===== config.mk =====
export PLATFORM = sky130hd
export DESIGN_NAME = useq_alu_core
export DESIGN_NICKNAME = d
export VERILOG_FILES = /design/src/rtl/useq_pkg.sv /design/src/rtl/useq_urom.sv /design/src/rtl/useq_regsel.sv /design/src/rtl/useq_alu.sv /design/src/rtl/useq_alu_core.sv
export SDC_FILE = /design/constraint.sdc
export NUM_CORES = 1
export LEC_CHECK = 0
export ABC_AREA = 1
export ABC_CLOCK_PERIOD_IN_PS = 3100
export CORE_ASPECT_RATIO = 0.6
export CORE_MARGIN = 3
export CORE_UTILIZATION = 25
export CTS_CLUSTER_SIZE = 20
export DETAILED_ROUTE_END_ITERATION = 8
export DONT_BUFFER_PORTS = 1
export PLACE_DENSITY = 0.51
export SETUP_SLACK_MARGIN = 0.3
export SLEW_MARGIN = 10
export SYNTH_ARGS = -nofsm -noshare
export SYNTH_HDL_FRONTEND = slang
export SYNTH_HIERARCHICAL = 1
export SYNTH_SLANG_ARGS = --single-unit

===== constraint.sdc =====
create_clock -name clk -period 3.1 [get_ports clk]
set_clock_uncertainty 0.1 [all_clocks]
set_input_delay 0.31 -clock clk [delete_from_list [all_inputs] [get_ports clk]]
set_output_delay 0.31 -clock clk [all_outputs]
set_load 0.02 [all_outputs]

===== src/rtl/useq_pkg.sv =====
package useq_pkg;

  localparam int ROM_DEPTH = 4;

  typedef enum logic [2:0] {
    OP_ADD = 3'd0, OP_OR  = 3'd1, OP_ADC = 3'd2, OP_SBB = 3'd3,
    OP_AND = 3'd4, OP_SUB = 3'd5, OP_XOR = 3'd6, OP_CMP = 3'd7
  } alu_op_e;

  // flag bit positions inside the flags vector
  localparam int FL_C = 0;
  localparam int FL_Z = 1;
  localparam int FL_S = 2;
  localparam int FL_O = 3;
  localparam int FL_W = 4;

  typedef struct packed {
    logic q_lo;     // queue byte into temp B low
    logic q_hi;     // queue byte into temp B high
    logic rd_m;     // selected register into temp A
    logic wr_m;     // ALU result into selected register
    logic br_byte;  // skip next step for byte width
    logic alu_go;   // latch operation for the ALU
    logic nxt;      // next-to-last step
    logic rni;      // last step, fetch next opcode
    logic flg;      // update flags
  } uword_t;

  function automatic uword_t ucode_word(input int step);
    uword_t w;
    w = '0;
    case (step)
      0: begin w.q_lo = 1'b1; w.br_byte = 1'b1; end
      1: begin w.q_hi = 1'b1; end
      2: begin w.rd_m = 1'b1; w.alu_go = 1'b1; w.nxt = 1'b1; end
      3: begin w.wr_m = 1'b1; w.rni = 1'b1; w.flg = 1'b1; end
      default: ;
    endcase
    return w;
  endfunction

endpackage


===== src/rtl/useq_urom.sv =====
module useq_urom
  import useq_pkg::*;
#(
  parameter int UA_W = 8,
  parameter logic [UA_W-1:0] UBASE = 8'h18
) (
  input  logic [UA_W-1:0] uaddr,
  output uword_t          uword
);
  localparam int OFF_W = $clog2(ROM_DEPTH);
  localparam logic [UA_W-1:0] ULAST = UBASE + UA_W'(ROM_DEPTH - 1);

  uword_t tbl [ROM_DEPTH];

  for (genvar i = 0; i < ROM_DEPTH; i++) begin : g_rom
    assign tbl[i] = ucode_word(i);
  end

  logic [OFF_W-1:0] off;
  logic             hit;

  assign off   = OFF_W'(uaddr - UBASE);
  assign hit   = (uaddr >= UBASE) && (uaddr <= ULAST);
  assign uword = hit ? tbl[off] : '0;
endmodule


===== src/rtl/useq_regsel.sv =====
module useq_regsel #(
  parameter int SEL_W = 5,
  parameter logic [SEL_W-1:0] ACC_SEL = 5'd0,
  parameter logic [SEL_W-1:0] ALT_SEL = 5'd3
) (
  input  logic             clk,
  input  logic             rst,
  input  logic             load,
  input  logic             dir_in,
  output logic [SEL_W-1:0] sel_eff
);
  logic [SEL_W-1:0] m_q, n_q, m_d, n_d;
  logic             dir_q;

  // load multiplexers: new instruction picks fixed codes, otherwise hold
  assign m_d = load ? ACC_SEL : m_q;
  assign n_d = load ? ALT_SEL : n_q;

  always_ff @(posedge clk) begin
    if (rst) begin
      m_q   <= ACC_SEL;
      n_q   <= ALT_SEL;
      dir_q <= 1'b0;
    end else begin
      m_q <= m_d;
      n_q <= n_d;
      if (load) dir_q <= dir_in;
    end
  end

  // swap stage: direction exchanges the two latches
  assign sel_eff = dir_q ? n_q : m_q;
endmodule


===== src/rtl/useq_alu.sv =====
module useq_alu
  import useq_pkg::*;
#(
  parameter int DATA_W = 16
) (
  input  logic [DATA_W-1:0] opa,
  input  logic [DATA_W-1:0] opb,
  input  alu_op_e           op,
  input  logic              byte_mode,
  input  logic              cin,
  output logic [DATA_W-1:0] res,
  output logic [FL_W-1:0]   flg
);
  localparam int BYTE_W = DATA_W / 2;
  localparam logic [DATA_W-1:0] LO_MASK = {{(DATA_W-BYTE_W){1'b0}}, {BYTE_W{1'b1}}};

  logic [DATA_W-1:0] mask, a, b;
  logic [DATA_W:0]   s;
  logic              arith, is_sub, sa, sb, sr, cy;

  always_comb begin
    mask   = byte_mode ? LO_MASK : '1;
    a      = opa & mask;
    b      = opb & mask;
    arith  = 1'b1;
    is_sub = 1'b0;
    case (op)
      OP_ADD: s = {1'b0, a} + {1'b0, b};
      OP_ADC: s = {1'b0, a} + {1'b0, b} + {{DATA_W{1'b0}}, cin};
      OP_SUB, OP_CMP: begin s = {1'b0, a} - {1'b0, b}; is_sub = 1'b1; end
      OP_SBB: begin s = {1'b0, a} - {1'b0, b} - {{DATA_W{1'b0}}, cin}; is_sub = 1'b1; end
      OP_OR:  begin s = {1'b0, a | b}; arith = 1'b0; end
      OP_AND: begin s = {1'b0, a & b}; arith = 1'b0; end
      default: begin s = {1'b0, a ^ b}; arith = 1'b0; end
    endcase
    res = s[DATA_W-1:0] & mask;
    cy  = byte_mode ? s[BYTE_W] : s[DATA_W];
    sa  = byte_mode ? a[BYTE_W-1] : a[DATA_W-1];
    sb  = byte_mode ? b[BYTE_W-1] : b[DATA_W-1];
    sr  = byte_mode ? res[BYTE_W-1] : res[DATA_W-1];
    flg       = '0;
    flg[FL_C] = arith & cy;
    flg[FL_O] = arith & (is_sub ? (sa != sb) : (sa == sb)) & (sr != sa);
    flg[FL_S] = sr;
    flg[FL_Z] = (res == '0);
  end
endmodule


===== src/rtl/useq_alu_core.sv =====
module useq_alu_core
  import useq_pkg::*;
#(
  parameter int DATA_W = 16,
  parameter int SEL_W  = 5,
  parameter int UA_W   = 8,
  parameter logic [UA_W-1:0]  UBASE   = 8'h18,
  parameter logic [SEL_W-1:0] ACC_SEL = 5'd0,
  parameter logic [SEL_W-1:0] ALT_SEL = 5'd3
) (
  input  logic                       clk,
  input  logic                       rst,
  input  logic                       q_valid,
  input  logic [DATA_W/2-1:0]        q_byte,
  output logic                       q_ready,
  output logic [SEL_W-1:0]           rf_rsel,
  input  logic [DATA_W-1:0]          rf_rdata,
  output logic                       rf_we,
  output logic [SEL_W-1:0]           rf_wsel,
  output logic [DATA_W-1:0]          rf_wdata,
  output logic [DATA_W/(DATA_W/2)-1:0] rf_wstrb,
  output logic                       flag_upd,
  output logic [FL_W-1:0]            flags
);
  localparam int BYTE_W = DATA_W / 2;
  localparam int STRB_W = DATA_W / BYTE_W;
  localparam logic [UA_W-1:0] ULAST = UBASE + UA_W'(ROM_DEPTH - 1);

  logic              run;
  logic [UA_W-1:0]   uaddr, step_next;
  logic [2:0]        x_q;
  logic              wid_q;
  alu_op_e           op_q;
  logic [DATA_W-1:0] tmp_a, tmp_b, alu_res;
  logic [FL_W-1:0]   alu_flags;
  logic [SEL_W-1:0]  sel_m;
  uword_t            uw_rom, uw;
  logic              need_q, stall, take_op, in_family;

  useq_urom #(.UA_W(UA_W), .UBASE(UBASE)) u_rom (
    .uaddr(uaddr), .uword(uw_rom)
  );

  assign uw = run ? uw_rom : '0;

  assign need_q    = uw.q_lo | uw.q_hi;
  assign stall     = need_q & ~q_valid;
  assign q_ready   = ~run | need_q | uw.rni;
  assign take_op   = q_valid & (~run | uw.rni);
  assign in_family = (q_byte[7:6] == 2'b00) & q_byte[2];
  assign step_next = (uw.br_byte & ~wid_q) ? uaddr + UA_W'(2) : uaddr + UA_W'(1);

  useq_regsel #(.SEL_W(SEL_W), .ACC_SEL(ACC_SEL), .ALT_SEL(ALT_SEL)) u_sel (
    .clk(clk), .rst(rst), .load(take_op & in_family), .dir_in(q_byte[1]),
    .sel_eff(sel_m)
  );

  assign rf_rsel = sel_m;

  useq_alu #(.DATA_W(DATA_W)) u_alu (
    .opa(tmp_a), .opb(tmp_b), .op(op_q), .byte_mode(~wid_q),
    .cin(flags[FL_C]), .res(alu_res), .flg(alu_flags)
  );

  always_ff @(posedge clk) begin
    if (rst) begin
      run      <= 1'b0;
      uaddr    <= UBASE;
      x_q      <= '0;
      wid_q    <= 1'b0;
      op_q     <= OP_ADD;
      tmp_a    <= '0;
      tmp_b    <= '0;
      rf_we    <= 1'b0;
      rf_wsel  <= '0;
      rf_wdata <= '0;
      rf_wstrb <= '0;
      flag_upd <= 1'b0;
      flags    <= '0;
    end else begin
      rf_we    <= 1'b0;
      flag_upd <= 1'b0;
      if (uw.q_lo && q_valid) tmp_b[BYTE_W-1:0]      <= q_byte;
      if (uw.q_hi && q_valid) tmp_b[DATA_W-1:BYTE_W] <= q_byte;
      if (uw.rd_m)   tmp_a <= rf_rdata;
      if (uw.alu_go) op_q  <= alu_op_e'(x_q);
      if (uw.wr_m) begin
        rf_we    <= (op_q != OP_CMP);
        rf_wsel  <= sel_m;
        rf_wdata <= alu_res;
        rf_wstrb <= wid_q ? {STRB_W{1'b1}} : STRB_W'(1);
      end
      if (uw.flg) begin
        flags    <= alu_flags;
        flag_upd <= 1'b1;
      end
      if (run && !uw.rni && !stall) uaddr <= step_next;
      if (take_op) begin
        if (in_family) begin
          run   <= 1'b1;
          uaddr <= UBASE;
          x_q   <= q_byte[5:3];
          wid_q <= q_byte[0];
        end else begin
          run <= 1'b0;
        end
      end else if (uw.rni) begin
        run <= 1'b0;
      end
    end
  end

  // a missing queue byte freezes the step counter and temporaries
  assert_stall_hold_R9: assert property (@(posedge clk) disable iff (rst)
    stall |=> ($stable(uaddr) && $stable(tmp_b) && $stable(tmp_a)));

  // byte width skips the high-immediate step
  assert_byte_skip_R3: assert property (@(posedge clk) disable iff (rst)
    (run && uw.br_byte && !wid_q && q_valid) |=> (uaddr == $past(uaddr) + UA_W'(2)));

  // strobe is either full word or low byte only
  assert_strobe_shape_R3: assert property (@(posedge clk) disable iff (rst)
    rf_we |-> (rf_wstrb == {STRB_W{1'b1}} || rf_wstrb == STRB_W'(1)));

  // a write only follows a last micro-step
  assert_write_after_last_R2: assert property (@(posedge clk) disable iff (rst)
    rf_we |-> $past(run && uw.rni));

  // a flag update without a write comes only from compare
  assert_cmp_no_write_R5: assert property (@(posedge clk) disable iff (rst)
    (flag_upd && !rf_we) |-> ($past(op_q) == OP_CMP));

  // next-to-last step is always followed by the last step
  assert_nxt_then_last_R10: assert property (@(posedge clk) disable iff (rst)
    (run && uw.nxt) |=> (run && uw.rni));

  // running micro-address stays inside the routine
  assert_uaddr_range_R2: assert property (@(posedge clk) disable iff (rst)
    run |-> (uaddr >= UBASE && uaddr <= ULAST));
endmodule


==> results.ini <==
[finish]
nFillCells = 3272
final_cell_area_mm2 = 0.0108
drive_gt1_frac = 0.352
multi_input_area_mm2 = 0.00589
antennaDiodeCount = 0
synthToLayoutAreaGrowth_pct = 41.7
layout_commonest_cell = nand2_1
fin_nets = 1556
seq_area_mm2 = 0.00158
stdcell_count = 1877
final_cell_mix = 244 x nand2_1, 210 x buf_4, 164 x nor2_1

[global_routing]
grt.total_usage = 0.194
grt_pass1_vias = 7805
antenna_found_initial = 0
grt_max_degree = 68
grt_pass1_wl_mm = 47.8
grt_overflow_total = 0

[run]
maxCapViolCount = 0

[floorplanning]
die_height_um = 141
rows = 48
start_util = 0.260
die_w_um = 232
ios = 62
core_area_mm2 = 0.0294
die_area_mm2 = 0.0328

[power]
p_per_area_mw_per_mm2 = 244
p_int_w = 0.00181
combPwrFrac = 0.239
seqPwrFrac = 0.384
p_leak_nw = 5.34
vdd_drop_max_uv = 220
clock_power_share = 0.377
switching_share = 0.314
p_switching_w = 0.000828

[route]
wl_met1_mm = 18.4
drtIter0Drc = 705
drt_wl_total_mm = 31.9
met2_length_mm = 10.7
drt-vias-per-instance = 4.56
met3_length_mm = 2.53
dr.pass1.iters = 5
drc = 0
top_layer_used = met4
vias = 8561
antenna_left = 0
wl_per_cell_um = 17.0

[outcome]
outcome = finished clean

[synthesis]
ys.flop_type = dfxtp_1
synthDistinctLibCells = 48
ys_warn_count = 6
synthCells = 1276
synth_area_mm2 = 0.00765
seq_area_frac_synth = 0.204
synth_edf_count = 0
synth-seq-cells = 78
syn_area_per_cell_um2 = 5.99
async_reset_ff_frac = 0

[sta]
hold_viol = 0
holdWs_ps = 17.1
period_minus_slack_ps = 3090
finalSetupTns_ps = 0
fmax_mhz = 324
rsz0062_at_grt = true
maxSlewHeadroom = 0.414
worst_slack_ps = 10.5
tightest_slew_ps = 870
maxSlewViolCount = 0
setup_viol_count_final = 0
fin_crit_sh = 0.997

[worst_setup_path]
rrSetupSlack_ps = 10
r2r-end = flags[1]
r2r-start = tmp_b[0]
start_kind = register
slowest_stage = dfxtp_4
crit_fanout = 4
worstSetupStartpoint = tmp_b[0]
critPathArrivalTime_ps = 3280
cp.required_ps = 3290
slowest_delay_ps = 400
crit_chain = ha_4 -> inv_2 -> fa_2 -> inv_2 -> nand3_2 -> nand2_4 -> nand2_1 -> nand2_2 -> nand3_2 -> nor2_4 -> nand4_1 -> nor2_4 -> buf_4 -> a21oi_1 -> nand2_1 -> nand3_1 -> nand2_2 -> nand3_2 -> nor2_2 -> o21ai_1 -> nor2_1
critPathKind = register to register
rr_worst_depth = 21
cp_common_cell = nand3_2
end_kind = register

[min_path]
holdPathStages = 2
hp-class = input pin to register
hold_end = tmp_a[8]
worstHoldStart = rf_rdata[8]

[placement]
pre_cts_ws_ps = -364
gp_congestion = 0.951
placed_cell_area_mm2 = 0.00951
numPortBuffers = 0
hpwlAfterDp_mm = 26.6
place_inst = 1825

[clock_network]
cts-htree-levels = 3
tritoncts = done
cts_sinks = 78
clockBufferDepth = 2
clkTransAtPathRegs_ps = 70
insertion_delay_ps = 360
cts_buffers = 9
cts_root_buf = clkbuf_16

state kept, by name, indices dropped and copies added, names as in the netlist, 2 cells and up:
register	flops
rf_wdata	16
tmp_a	16
tmp_b	16
uaddr	8
rf_wsel	5
flags	4
op_q	3
x_q	3
rf_wstrb	2
power by group through the flow:
stage	logic (W)	clock network [W]	registers, W
after floorplan	0.000281	0	0.00103
after global placement	0.000490	0	0.00104
after detailed placement	0.000489	0	0.00104
after CTS	0.000571	0.00103	0.00101
after global routing	0.000682	0.00106	0.00101
final	0.000630	0.000995	0.00101
final cells by class:
class | instances | area share
timing repair buffer | 227 | 0.165
inverter | 205 | 0.0743
multi-input combinational | 950 | 0.544
tap | 400 | 0.0462
sequential | 78 | 0.145
timing repair inverter | 1 | 0.000808
clock inverter | 6 | 0.00346
clock buffer | 10 | 0.0211
kinds of logic after synthesis:
| family | count (synthesis) | share of synthesized area |
|---|---|---|
| AOI/OAI and AO/OA | 180 | 0.128 |
| buffers and inverters | 250 | 0.138 |
| and+or+nand+nor | 704 | 0.422 |
| other | 1 | 0.000490 |
| DFF | 78 | 0.204 |
| xor gates and xnor gates | 6 | 0.0128 |
| adders and majority gates | 57 | 0.0952 |
worst max-delay path: cells and delay by family, from the launching register on:
family | cells | cell delay (ps)
fa+ha+maj | 2 | 540
simple gates | 14 | 1600
compound gates | 2 | 130
buf+inv | 3 | 240
flops | 1 | 400
how the worst max path moves through the flow:
| stage | endpoint | slack, ps |
|---|---|---|
| CTS | flags[1] | 50 |
| global placement | flags[1] | -420 |
| floorplan | flags[3] | 280 |
| global route | flags[1] | -160 |
| detailed placement | flags[1] | -360 |
| finish | flags[1] | 10 |
per-layer routing:
metal,vias up,global-route usage
met4,0,0.0270
met5,-,0
met2,240,0.230
met1,3903,0.330
li1,4401,-
met3,17,0.0510
cells in the mapped netlist (3+ instances only):
library cell | instances | area (um2)
nand3_1 | 95 | 475
nand3_2 | 9 | 90.1
nand3b_1 | 3 | 22.5
a21oi_2 | 4 | 35.0
o21ai_2 | 3 | 26.3
nor2_4 | 9 | 101
ha_1 | 55 | 688
and2_1 | 5 | 31.3
inv_1 | 178 | 668
nor3_1 | 15 | 75.1
nor2_1 | 186 | 698
dfxtp_1 | 78 | 1560
buf_6 | 5 | 56.3
nand2_2 | 27 | 169
o21ai_1 | 5 | 25.0
a211oi_1 | 3 | 22.5
clkbuf_1 | 11 | 41.3
nand2_4 | 7 | 78.8
buf_4 | 15 | 113
buf_2 | 12 | 60.1
nor2_2 | 22 | 138
a21oi_1 | 51 | 255
o21bai_1 | 3 | 22.5
inv_2 | 22 | 82.6
nand2_1 | 301 | 1130
nand4_1 | 20 | 125
o21ai_0 | 99 | 495
o22ai_1 | 3 | 18.8
clkinv_1 | 3 | 11.3
per-stage QoR:
stage           util  total power, W
2_1_floorplan      -         0.00132
6_report       0.368         0.00264
3_5_place_dp   0.323         0.00153
5_1_grt        0.368         0.00276
3_3_place_gp   0.323         0.00153
4_1_cts        0.359         0.00261
what timing repair did:
item	CTS	global route
cloned	1	0
buffers inserted	21	10
setup endpoints to repair	15	14
resized for setup	157	61
pin swaps	92	53
endpoints found under the hold margin	10	0
hold buffers	4	0
Note: power is estimated with default switching activity, not from simulation.
